**config.mk**
```make
export PLATFORM = sky130hd
export DESIGN_NAME = smac_unit
export DESIGN_NICKNAME = d
export VERILOG_FILES = /design/src/rtl/smac_pkg.sv /design/src/rtl/smac_half_pick.sv /design/src/rtl/smac_product.sv /design/src/rtl/smac_accum.sv /design/src/rtl/smac_unit.sv
export SDC_FILE = /design/constraint.sdc
export NUM_CORES = 2
export LEC_CHECK = 0
export ABC_AREA = 1
export BUFFER_PORTS_ARGS = -buffer_cell sky130_fd_sc_hd__buf_2
export CAP_MARGIN = 0
export CORE_ASPECT_RATIO = 1.75
export CORE_MARGIN = 4
export CORE_UTILIZATION = 68
export DETAILED_ROUTE_END_ITERATION = 10
export GPL_TIMING_DRIVEN = 0
export PLACE_DENSITY = 0.87
export SLEW_MARGIN = 20
export SYNTH_ARGS = -nofsm -noshare
export SYNTH_HDL_FRONTEND = slang
export SYNTH_SLANG_ARGS = --single-unit
```
**constraint.sdc**
```tcl
create_clock -name clk -period 16.2 [get_ports clk]
set_input_delay 3.24 -clock clk [delete_from_list [all_inputs] [get_ports clk]]
set_output_delay 3.24 -clock clk [all_outputs]
set_load 0.1 [all_outputs]
```
**src/rtl/smac_pkg.sv**
```systemverilog
package smac_pkg;
   typedef enum logic {
      HALF_LO = 1'b0,
      HALF_HI = 1'b1
   } half_sel_e;

   typedef enum logic {
      MODE_HH = 1'b0,
      MODE_WH = 1'b1
   } mac_mode_e;
endpackage

```
**src/rtl/smac_half_pick.sv**
```systemverilog
module smac_half_pick #(
   parameter int W = 32,
   localparam int H = W / 2
) (
   input  logic [W-1:0] word_in,
   input  logic         sel_hi,
   output logic [H-1:0] half_out
);
   import smac_pkg::*;

   always_comb begin
      if (half_sel_e'(sel_hi) == HALF_HI) half_out = word_in[W-1:H];
      else                                half_out = word_in[H-1:0];
   end
endmodule

```
**src/rtl/smac_product.sv**
```systemverilog
module smac_product #(
   parameter int W        = 32,
   parameter bit WORD_ENA = 1'b1,
   localparam int H       = W / 2,
   localparam int PW      = W + H
) (
   input  logic [H-1:0] half_a,
   input  logic [W-1:0] full_a,
   input  logic [H-1:0] half_b,
   input  logic         mode_word,
   output logic [W-1:0] prod_out
);
   import smac_pkg::*;

   logic signed [W-1:0]  prod_hh;
   logic signed [PW-1:0] prod_wh_full;
   logic        [W-1:0]  prod_wh;

   always_comb prod_hh = $signed(half_a) * $signed(half_b);

   generate
      if (WORD_ENA) begin : g_word
         always_comb begin
            prod_wh_full = $signed(full_a) * $signed(half_b);
            prod_wh      = prod_wh_full[PW-1:H];
         end
      end else begin : g_noword
         always_comb begin
            prod_wh_full = '0;
            prod_wh      = '0;
         end
      end
   endgenerate

   always_comb begin
      if (mac_mode_e'(mode_word) == MODE_WH) prod_out = prod_wh;
      else                                   prod_out = prod_hh;
   end
endmodule

```
**src/rtl/smac_accum.sv**
```systemverilog
module smac_accum #(
   parameter int W = 32
) (
   input  logic [W-1:0] addend_p,
   input  logic [W-1:0] addend_c,
   output logic [W-1:0] sum_out,
   output logic         ovf_out
);
   always_comb begin
      sum_out = addend_p + addend_c;
      ovf_out = (addend_p[W-1] == addend_c[W-1]) && (sum_out[W-1] != addend_p[W-1]);
   end
endmodule

```
**src/rtl/smac_unit.sv**
```systemverilog
module smac_unit #(
   parameter int W        = 32,
   parameter bit WORD_ENA = 1'b1
) (
   input  logic         clk,
   input  logic         rst_n,
   input  logic         in_valid,
   input  logic         exec_en,
   input  logic         mode_word,
   input  logic         sel_x,
   input  logic         sel_y,
   input  logic [W-1:0] op_a,
   input  logic [W-1:0] op_b,
   input  logic [W-1:0] op_acc,
   input  logic         q_clr,
   output logic [W-1:0] res_out,
   output logic         res_valid,
   output logic         q_flag
);
   localparam int H = W / 2;

   generate
      if (W < 4 || (W % 2) != 0) begin : g_bad_width
         $error("smac_unit: W must be even and at least 4");
      end
   endgenerate

   logic [H-1:0] half_a, half_b;
   logic [W-1:0] prod, sum;
   logic         ovf;
   logic         fire;

   assign fire = in_valid && exec_en;

   smac_half_pick #(.W(W)) u_pick_a (.word_in(op_a), .sel_hi(sel_x), .half_out(half_a));
   smac_half_pick #(.W(W)) u_pick_b (.word_in(op_b), .sel_hi(sel_y), .half_out(half_b));

   smac_product #(.W(W), .WORD_ENA(WORD_ENA)) u_prod (
      .half_a(half_a), .full_a(op_a), .half_b(half_b),
      .mode_word(mode_word), .prod_out(prod)
   );

   smac_accum #(.W(W)) u_acc (
      .addend_p(prod), .addend_c(op_acc), .sum_out(sum), .ovf_out(ovf)
   );

   always_ff @(posedge clk) begin
      if (!rst_n) begin
         res_out   <= '0;
         res_valid <= 1'b0;
         q_flag    <= 1'b0;
      end else begin
         res_valid <= fire;
         if (fire) res_out <= sum;
         q_flag <= (q_flag && !q_clr) || (fire && ovf);
      end
   end

   a_r9_valid_timing: assert property (@(posedge clk) disable iff (!rst_n)
      fire |=> res_valid);
   a_r8_no_valid_without_fire: assert property (@(posedge clk) disable iff (!rst_n)
      !fire |=> !res_valid);
   a_r8_result_held: assert property (@(posedge clk) disable iff (!rst_n)
      !fire |=> $stable(res_out));
   a_r7_q_sticky: assert property (@(posedge clk) disable iff (!rst_n)
      (q_flag && !q_clr) |=> q_flag);
   a_r5_q_set_needs_fire: assert property (@(posedge clk) disable iff (!rst_n)
      (!q_flag && !fire) |=> !q_flag);
   a_r6_hh_product_range: assert property (@(posedge clk) disable iff (!rst_n)
      (fire && !mode_word) |-> (prod[W-1:W-2] != 2'b10));
endmodule

```
==> results.ini <==
[clocking]
cts_inserted_buffers=5
cts_resized=0
cts_num_sinks=34
htreeDepth=2
cts_root_buf=clkbuf_16
postCtsHoldBufs=0
cts_buffer_depth=2
insertion_delay_ns=0.31
path_clk_slew_ns=0.05
cts_tree=yes
postCtsSetupBuffers=0

[outcome]
status=finished clean

[global_routing]
grt_pass1_wl_um=179000
grt_max_degree=13
first_global_vias=31600
antenna_found_initial=4
grt_usage=0.489
overflow=0

[floorplan]
ios=138
die_area_mm2=0.0496
die_h_um=292
core_area_mm2=0.0454
initial_core_util=0.689
die_width_um=170
row_count=103

[yosys]
synth_nets=5134
synth.ff_latch_count=34
syn_area_mm2=0.0313
synth.avg_cell_area_um2=7.70
yosysSeqAreaShare=0.0218
ys.flop_type=dfxtp_1
async_flop_share=0
yosysWarnings=0
synth_edf_count=0
yosysUniqueCellTypes=55
syn_inst=4058

[timing]
period_needed_ns=13.89
setup_tns_ns=0
hold_viol=0
drv_slew=0
rsz0062_at_grt=false
period_share=0.858
setup_viol=0
fmax_mhz=72.0
worst_pin_slew_ns=1.31
fin_skew_ns=0
relSlewSlack=0.118

[cells_and_area]
fin_nets=5273
layout-drive-gt1-share=0.0567
nFillCells=3725
mostFrequentLayoutCell=inv_1
area_growth_pct=4.93
final_cell_mix=inv_1 (1,078), nand2_1 (756), fa_1 (748), nor2_1 (485), ha_1 (224)
multi_input_area_mm2=0.0260
register_area_um2=681

[setup_path]
path_buf_inv=12
critPathMaxStageDelay_ns=0.73
cp-end-kind=flop
start_kind=input pin
critPathSlowestCell=o211ai_1
cp_top_family=adder cells
cp_max_fo=10
worstRegToRegCells=4
path_common_cell=inv_1
critPathKind=input pin to flop
crit_required_ns=16.40
arrival_ns=14.10
rrSetupSlack_ns=15.45
rr_endpoint=res_out[14]
rr_startpoint=res_out[14]

[placed_design]
io_buffers=130
gp_congestion=1.09
hpwl_um=98800

[detailed_routing]
avgViaCountPerCell=6.03
first_pass_iters=6
wirelength_um=117000
ant_nets=0
drc=0
post_drt_wl_per_cell_um=24.5
drt_iter0_markers=2750
vias=28800

[worst_hold_path]
min_from=res_out[0]
hold_depth=2
hold_class=flop to flop
min_to=res_out[0]

[flow_run]
maxCapViolCount=0

==> kinds of logic after synthesis <==
group | count (synthesis) | synth area share
AOI/OAI and AO/OA | 390 | 0.0717
xor gates and xnor gates | 45 | 0.0126
buffers and inverters | 1225 | 0.148
adders and majority gates | 972 | 0.569
and+or+nand+nor | 1392 | 0.178
DFF | 34 | 0.0218
==> final cells by class <==
type,instances,share of cell area
repair buffers,132,0.0203
plain buffers,126,0.0150
diodes,2,0.000153
well taps,577,0.0220
flip-flops and latches,34,0.0207
multi-input cells,2799,0.792
clock buffers,7,0.00404
inverters,1099,0.126
==> per-layer routing <==
layer,wire length [um],vias up,track usage
met5,21,-,0
met4,16600,2,0.490
met3,12800,902,0.157
met2,54400,2012,0.783
met1,33000,13800,0.479
li1,-,12100,-
==> synthesized netlist by cell type (all sizes together) (4+ instances only) <==
| library cell | n | area (um2) |
|---|---|---|
| xnor2 | 20 | 175 |
| clkbuf | 110 | 413 |
| xor2 | 25 | 219 |
| dfxtp | 34 | 681 |
| o211ai | 10 | 80.1 |
| clkinv | 15 | 56.3 |
| nor4 | 6 | 37.5 |
| o221ai | 6 | 58.8 |
| ha | 224 | 2800 |
| or2 | 40 | 250 |
| a21oi | 163 | 850 |
| nand4 | 13 | 81.3 |
| nand3 | 57 | 315 |
| o21bai | 10 | 82.6 |
| inv | 1084 | 4070 |
| buf | 16 | 75.1 |
| a21o | 22 | 165 |
| fa | 748 | 15000 |
| nor3 | 12 | 70.1 |
| a31oi | 18 | 113 |
| nor2 | 485 | 1820 |
| a21boi | 4 | 33.8 |
| o21ai | 143 | 731 |
| nand2 | 772 | 2940 |
==> worst min-delay path, stage by stage, from the launching register on <==
cell and delay (ns):
dfxtp_1 0.32, nor2_1 0.05, nor2_1 0.08
==> worst max path at each step <==
stage	start	to	slack [ns]	depth (start not counted)
finish	sel_y	res_out[31]	2.31	39
global route	sel_y	res_out[31]	2.01	39
CTS	sel_y	res_out[28]	3.04	40
detailed placement	sel_y	res_out[28]	2.78	40
global placement	sel_y	res_out[28]	2.80	39
floorplan	sel_y	res_out[16]	5.51	38
==> metrics by stage <==
stage	hold WS [ns]	area, um2	util	setup slack, ns	cells
6_report	0.486	32800	0.723	2.31	4776
5_1_grt	0.516	32800	0.723	2.01	4774
4_1_cts	0.494	32800	0.723	3.04	4774
3_5_place_dp	0.466	32700	0.720	2.78	4767
3_3_place_gp	0.463	32600	0.719	2.80	4765
2_1_floorplan	0.921	31300	-	5.51	4058
==> registers in the layout, indices dropped and copies added (netlist names) <==
| signal | flops |
|---|---|
| res_out | 32 |
| q_flag | 1 |
| res_valid | 1 |
Power is left out: the tool's default activity adds up to more than one toggle a clock period on the data nets, which glitch-free logic cannot reach.
